===== config.mk =====
export PLATFORM = sky130hd
export DESIGN_NAME = hpulse_sandcastle_gen
export DESIGN_NICKNAME = d
export VERILOG_FILES = /design/src/rtl/hpg_pkg.sv /design/src/rtl/hpg_ref_edge.sv /design/src/rtl/hpg_line_cnt.sv /design/src/rtl/hpg_window.sv /design/src/rtl/hpg_sc_enc.sv /design/src/rtl/hpulse_sandcastle_gen.sv
export SDC_FILE = /design/constraint.sdc
export NUM_CORES = 1
export LEC_CHECK = 0
export ABC_AREA = 1
export CAP_MARGIN = 10
export CORE_ASPECT_RATIO = 0.75
export CORE_MARGIN = 3
export CORE_UTILIZATION = 30
export CTS_BUF_LIST = sky130_fd_sc_hd__clkbuf_8
export DETAILED_ROUTE_END_ITERATION = 10
export PLACE_DENSITY = 0.57
export SETUP_SLACK_MARGIN = 0.1
export SYNTH_ARGS = -nofsm -noshare
export SYNTH_HDL_FRONTEND = slang
export SYNTH_SLANG_ARGS = --single-unit

===== constraint.sdc =====
create_clock -name clk -period 3.05 [get_ports clk]
set_input_delay 0.4575 -clock clk [delete_from_list [all_inputs] [get_ports clk]]
set_output_delay 0.4575 -clock clk [all_outputs]
set_load 0.03 [all_outputs]

===== src/rtl/hpg_pkg.sv =====
package hpg_pkg;

  typedef enum logic [1:0] {
    SC_NONE = 2'b00,
    SC_VBLK = 2'b01,
    SC_HBLK = 2'b10,
    SC_GATE = 2'b11
  } sc_code_e;

  // duration in ps -> clock ticks, rounded to nearest
  function automatic int unsigned ps_to_ticks(input int unsigned dur_ps,
                                              input int unsigned clk_ps);
    return (dur_ps + clk_ps / 2) / clk_ps;
  endfunction

  // true when pos lies in [start, start+len)
  function automatic logic in_window(input int unsigned pos,
                                     input int unsigned start,
                                     input int unsigned len);
    return (pos >= start) && (pos < start + len);
  endfunction

endpackage


===== src/rtl/hpg_ref_edge.sv =====
module hpg_ref_edge (
  input  logic clk,
  input  logic rst_n,
  input  logic ref_i,
  output logic edge_o
);
  logic ref_q;

  always_ff @(posedge clk or negedge rst_n) begin
    if (!rst_n) ref_q <= 1'b0;
    else        ref_q <= ref_i;
  end

  assign edge_o = ref_i & ~ref_q;
endmodule


===== src/rtl/hpg_line_cnt.sv =====
module hpg_line_cnt #(
  parameter int unsigned CNT_W   = 14,
  parameter int unsigned CNT_MAX = 14000
) (
  input  logic             clk,
  input  logic             rst_n,
  input  logic             restart_i,
  output logic [CNT_W-1:0] cnt_o,
  output logic             run_o
);
  localparam logic [CNT_W-1:0] LIMIT = CNT_W'(CNT_MAX);

  always_ff @(posedge clk or negedge rst_n) begin
    if (!rst_n) begin
      cnt_o <= '0;
      run_o <= 1'b0;
    end else if (restart_i) begin
      cnt_o <= '0;
      run_o <= 1'b1;
    end else if (run_o && cnt_o != LIMIT) begin
      cnt_o <= cnt_o + 1'b1;
    end
  end
endmodule


===== src/rtl/hpg_window.sv =====
module hpg_window
  import hpg_pkg::*;
#(
  parameter int unsigned CNT_W = 14
) (
  input  logic [CNT_W-1:0] cnt_i,
  input  logic             run_i,
  input  logic [31:0]      start_i,
  input  logic [31:0]      len_i,
  output logic             active_o
);
  assign active_o = run_i && in_window(32'(cnt_i), start_i, len_i);
endmodule


===== src/rtl/hpg_sc_enc.sv =====
module hpg_sc_enc
  import hpg_pkg::*;
(
  input  logic     gate_i,
  input  logic     hblank_i,
  input  logic     vblank_i,
  output sc_code_e code_o
);
  always_comb begin
    if (gate_i)        code_o = SC_GATE;
    else if (hblank_i) code_o = SC_HBLK;
    else if (vblank_i) code_o = SC_VBLK;
    else               code_o = SC_NONE;
  end
endmodule


===== src/rtl/hpulse_sandcastle_gen.sv =====
module hpulse_sandcastle_gen
  import hpg_pkg::*;
#(
  parameter int unsigned CLK_PS        = 5000,
  parameter int unsigned HD_W_PS       = 1_800_000,
  parameter int unsigned GATE_START_PS = 3_000_000,
  parameter int unsigned GATE_W_PS     = 2_000_000,
  parameter int unsigned GATE_ADV_PS   = 200_000,
  parameter int unsigned BLK_START_PS  = 4_400_000,
  parameter int unsigned BLK_W_PS      = 11_500_000,
  parameter int unsigned LINE_MAX_PS   = 70_000_000
) (
  input  logic       clk,
  input  logic       rst_n,
  input  logic       href_i,
  input  logic       hd_alt_i,
  input  logic       gate_adv_i,
  input  logic       vblank_i,
  output logic       hd_o,
  output logic       gate_o,
  output logic       hblank_o,
  output logic [1:0] sc_code_o
);
  localparam int unsigned HD_W       = ps_to_ticks(HD_W_PS, CLK_PS);
  localparam int unsigned GATE_START = ps_to_ticks(GATE_START_PS, CLK_PS);
  localparam int unsigned GATE_W     = ps_to_ticks(GATE_W_PS, CLK_PS);
  localparam int unsigned GATE_ADV   = ps_to_ticks(GATE_ADV_PS, CLK_PS);
  localparam int unsigned BLK_START  = ps_to_ticks(BLK_START_PS, CLK_PS);
  localparam int unsigned BLK_W      = ps_to_ticks(BLK_W_PS, CLK_PS);
  localparam int unsigned CNT_MAX    = ps_to_ticks(LINE_MAX_PS, CLK_PS);
  localparam int unsigned CNT_W      = $clog2(CNT_MAX + 1);
  localparam int unsigned GATE_EARLY = (GATE_ADV > GATE_START) ? 0 : GATE_START - GATE_ADV;
  localparam int unsigned N_WIN      = 3;

  // window indices
  localparam int unsigned W_HD = 0;
  localparam int unsigned W_GT = 1;
  localparam int unsigned W_HB = 2;

  logic             ref_edge;
  logic [CNT_W-1:0] line_cnt;
  logic             line_run;
  logic [31:0]      win_start [N_WIN];
  logic [31:0]      win_len   [N_WIN];
  logic [N_WIN-1:0] win_act;
  sc_code_e         sc_code;

  hpg_ref_edge u_edge (
    .clk   (clk),
    .rst_n (rst_n),
    .ref_i (href_i),
    .edge_o(ref_edge)
  );

  hpg_line_cnt #(.CNT_W(CNT_W), .CNT_MAX(CNT_MAX)) u_cnt (
    .clk      (clk),
    .rst_n    (rst_n),
    .restart_i(ref_edge),
    .cnt_o    (line_cnt),
    .run_o    (line_run)
  );

  always_comb begin
    win_start[W_HD] = hd_alt_i ? 32'(BLK_START) : 32'd0;
    win_len[W_HD]   = 32'(HD_W);
    win_start[W_GT] = gate_adv_i ? 32'(GATE_EARLY) : 32'(GATE_START);
    win_len[W_GT]   = 32'(GATE_W);
    win_start[W_HB] = 32'(BLK_START);
    win_len[W_HB]   = 32'(BLK_W);
  end

  for (genvar g = 0; g < N_WIN; g++) begin : g_win
    hpg_window #(.CNT_W(CNT_W)) u_win (
      .cnt_i   (line_cnt),
      .run_i   (line_run),
      .start_i (win_start[g]),
      .len_i   (win_len[g]),
      .active_o(win_act[g])
    );
  end

  assign hd_o     = win_act[W_HD];
  assign gate_o   = win_act[W_GT];
  assign hblank_o = win_act[W_HB];

  hpg_sc_enc u_enc (
    .gate_i  (gate_o),
    .hblank_i(hblank_o),
    .vblank_i(vblank_i),
    .code_o  (sc_code)
  );

  assign sc_code_o = sc_code;
endmodule


==> impl_metrics.csv <==
group,metric,value,unit
critical_path,cp.arrival,2.21,ns
floorplan,die-height,68.9,µm
clock_network,hold_buffers,0,
logic_synthesis,ys_ff_latch,16,
hold_path,min_from,"u_cnt.cnt_o[1]",
clock_network,clk_pin_slew_worst_paths,0.06,ns
placed_design,place.gp.congestion,0.848,
run,drv_cap,0,
timing,tns,0,ns
logic_synthesis,syn_area,0.00158,mm²
floorplan,core.rowCount,22,
clock_network,cts_sinks,16,
cells_and_area,n_antenna_cell,0,
timing,tightest_slew,0.724,ns
critical_path,cp_data_required_time,2.59,ns
timing,setup_viol,0,
routing,vias,1556,
critical_path,path_max_fanout,7,
timing,fmax,375,MHz
floorplan,core_area,0.00498,mm²
critical_path,r2r_start,"u_cnt.cnt_o[0]",
hold_path,min_path_type,"reg2reg",
logic_synthesis,avgSynthCellArea,6.29,µm²
clock_network,cts_buffer_depth,2,
hold_path,whs_endpoint,"u_cnt.cnt_o[1]",
logic_synthesis,netlist_instances,252,
floorplan,pin_count,11,
global_route,grt_pass1_wl,6870,µm
global_route,first_global_vias,1347,
routing,wirelength,4010,µm
power,p_clk_share,28.7,%
logic_synthesis,yosys.cell_types.count,21,
clock_network,cts_root_buf,"clkbuf_8",
clock_network,cts_setup_buffers,0,
cells_and_area,area_delta_synth_final,11.0,%
critical_path,critical_path.startpoint,"hd_alt_i",
critical_path,start_kind,"primary input",
power,combPwrFrac,24.6,%
logic_synthesis,yosys_warnings,0,
timing,period_minus_slack,2.66,ns
power,p_per_area,316,mW/mm²
cells_and_area,multiInputGateArea,0.00102,mm²
clock_network,cts_htree_levels,1,
clock_network,cts-buffers-inserted,3,
logic_synthesis,syn_nets,274,
floorplan,dieArea,0.00620,mm²
floorplan,dieWidth,89.9,µm
cells_and_area,layout-drive-gt1-share,5.04,%
critical_path,critical_path_class,"in2out",
routing,detail-route-antenna-nets,0,
timing,slew_headroom,51.6,%
routing,routed_via_density,4.72,
timing,post-route-period-util,87.3,%
placed_design,port_buffers,10,
power,internal_power,370,µW
power,power_leakage,0.000851,µW
clock_network,cts_tree,"yes",
routing,drt-wirelength-per-cell,12.2,µm
power,power.switching,185,µW
floorplan,start_util,31.8,%
critical_path,r2r-end,"u_cnt.cnt_o[9]",
routing,drtIter0Drc,186,
cells_and_area,seq_area,400,µm²
routing,firstDrtPassIters,4,
timing,rsz0062_at_grt,"no",
logic_synthesis,seq_area_frac_synth,25.3,%
placed_design,dp_hpwl,3110,µm
cells_and_area,nNetsFinal,282,
power,sw_frac_of_total,33.3,%
timing,skew,0.00336,ns
clock_network,cts-resized-gates,0,
critical_path,rr_worst_depth,7,
global_route,track_usage,13.9,%
global_route,grt_max_degree,24,
critical_path,ff2ff_setup_slack,1.05,ns
outcome,status,"finished, final reports clean",
routing,drc,0,
global_route,antenna_found_initial,0,
global_route,gr-total-overflow,0,
hold_path,hold_depth,2,
cells_and_area,fill_cells,562,
cells_and_area,fin_util,35.3,%
power,pwr-share-seq,46.7,%
timing,finalHoldViolCount,0,
timing,maxSlewViolCount,0,
clock_network,clkLatencyLatePin,0.25,ns
critical_path,cp-end-kind,"primary output",
power,irDropWorstVdd,0.161,mV
[critical path, stage by stage]
cell	delay, ns
clkdlybuf4s50_1	0.52
inv_1	0.17
ha_1	0.34
inv_1	0.07
a21oi_1	0.11
o21ai_0	0.08
o21ai_0	0.15
nand2_1	0.06
nor2_1	0.08
buf_4	0.16
[power groups by stage]
stage / Sequential (µW) / Clock, µW / Combinational (µW)
floorplan: 255 / 0 / 96.9
global placement: 262 / 0 / 137
detailed placement: 263 / 0 / 137
CTS: 259 / 166 / 137
global route: 262 / 176 / 158
finish: 259 / 159 / 136
[flip-flops by register name, summed over array words and instances (netlist names)]
signal,flops
u_edge.ref_q,1
u_cnt.cnt_o,14
u_cnt.run_o,1
[worst max path at each step]
| stage | end | slack, ns | depth (start not counted) |
|---|---|---|---|
| after floorplan | hd_o | 0.93 | 8 |
| after global placement | hd_o | 0.43 | 10 |
| after detailed placement | hd_o | 0.38 | 10 |
| after CTS | hd_o | 0.38 | 10 |
| after global routing | hd_o | 0.19 | 10 |
| final | hd_o | 0.39 | 10 |
[cell families (layout without fill, tap and decap cells)]
logic type	after synthesis	after routing	synth area share (%)
buf+inv	39	45	10.6
simple gates	152	152	40.3
xor+xnor	2	2	1.11
flops	16	16	25.3
fa+ha+maj	16	16	12.6
compound gates	27	27	10.1
[Yosys cell counts (all sizes together)]
master | instances | area, µm²
buf | 7 | 47.5
and3 | 1 | 6.26
nand2 | 70 | 265
o21ai | 23 | 138
nand4 | 7 | 43.8
inv | 32 | 120
dfrtp | 16 | 400
xor2 | 2 | 17.5
ha | 16 | 200
nand3b | 1 | 7.51
a21oi | 3 | 15.0
o21a | 1 | 7.51
nor2 | 44 | 165
nor3 | 4 | 25.0
nand3 | 25 | 125
[final cells by class]
cell class / count / area share (%)
flip-flops and latches: 16 / 22.8
multi-input cells: 197 / 57.8
clock buffers: 3 / 2.35
repair buffers: 10 / 5.12
well taps: 72 / 5.12
inverters: 32 / 6.83
[placed cells by master, fill, tap and decap left out]
| cell type | synthesis | layout |
|---|---|---|
| o21ai_1 | 2 | 2 |
| nor3_2 | 1 | 1 |
| nand2_1 | 69 | 69 |
| o21ai_4 | 1 | 1 |
| inv_1 | 32 | 32 |
| xor2_1 | 2 | 2 |
| dfrtp_1 | 16 | 16 |
| nor3_1 | 3 | 3 |
| and3_1 | 1 | 1 |
| o21ai_2 | 3 | 3 |
| ha_1 | 16 | 16 |
| buf_4 | 0 | 4 |
| nand2_2 | 1 | 1 |
| nand3_1 | 25 | 25 |
| o21a_1 | 1 | 1 |
| o21ai_0 | 17 | 17 |
| clkbuf_8 | 0 | 3 |
| a21oi_1 | 3 | 3 |
| nor2_1 | 44 | 44 |
| clkdlybuf4s50_1 | 0 | 6 |
| nand4_1 | 7 | 7 |
| nand3b_1 | 1 | 1 |
[per-layer routing]
metal	wire length [µm]	global-route usage, %	share of wire (%)	vias to the layer above
li1	-	-	-	823
met1	2150	21.3	54	690
met2	1560	20.5	39	41
met3	292	3.25	7.3	2
met4	9	0.573	0.22	0
met5	0	0	0	-
[metrics by stage]
stage	cells	hold slack (ns)	instance area [µm²]	power (µW)	worst slack, ns
6_report	330	0.532	1760	555	0.386
5_1_grt	330	0.579	1760	596	0.188
4_1_cts	330	0.541	1760	562	0.379
3_5_place_dp	327	0.524	1720	399	0.381
3_3_place_gp	327	0.518	1720	400	0.426
2_1_floorplan	252	0.162	1580	352	0.926
Note: power is estimated with default switching activity, not from simulation.
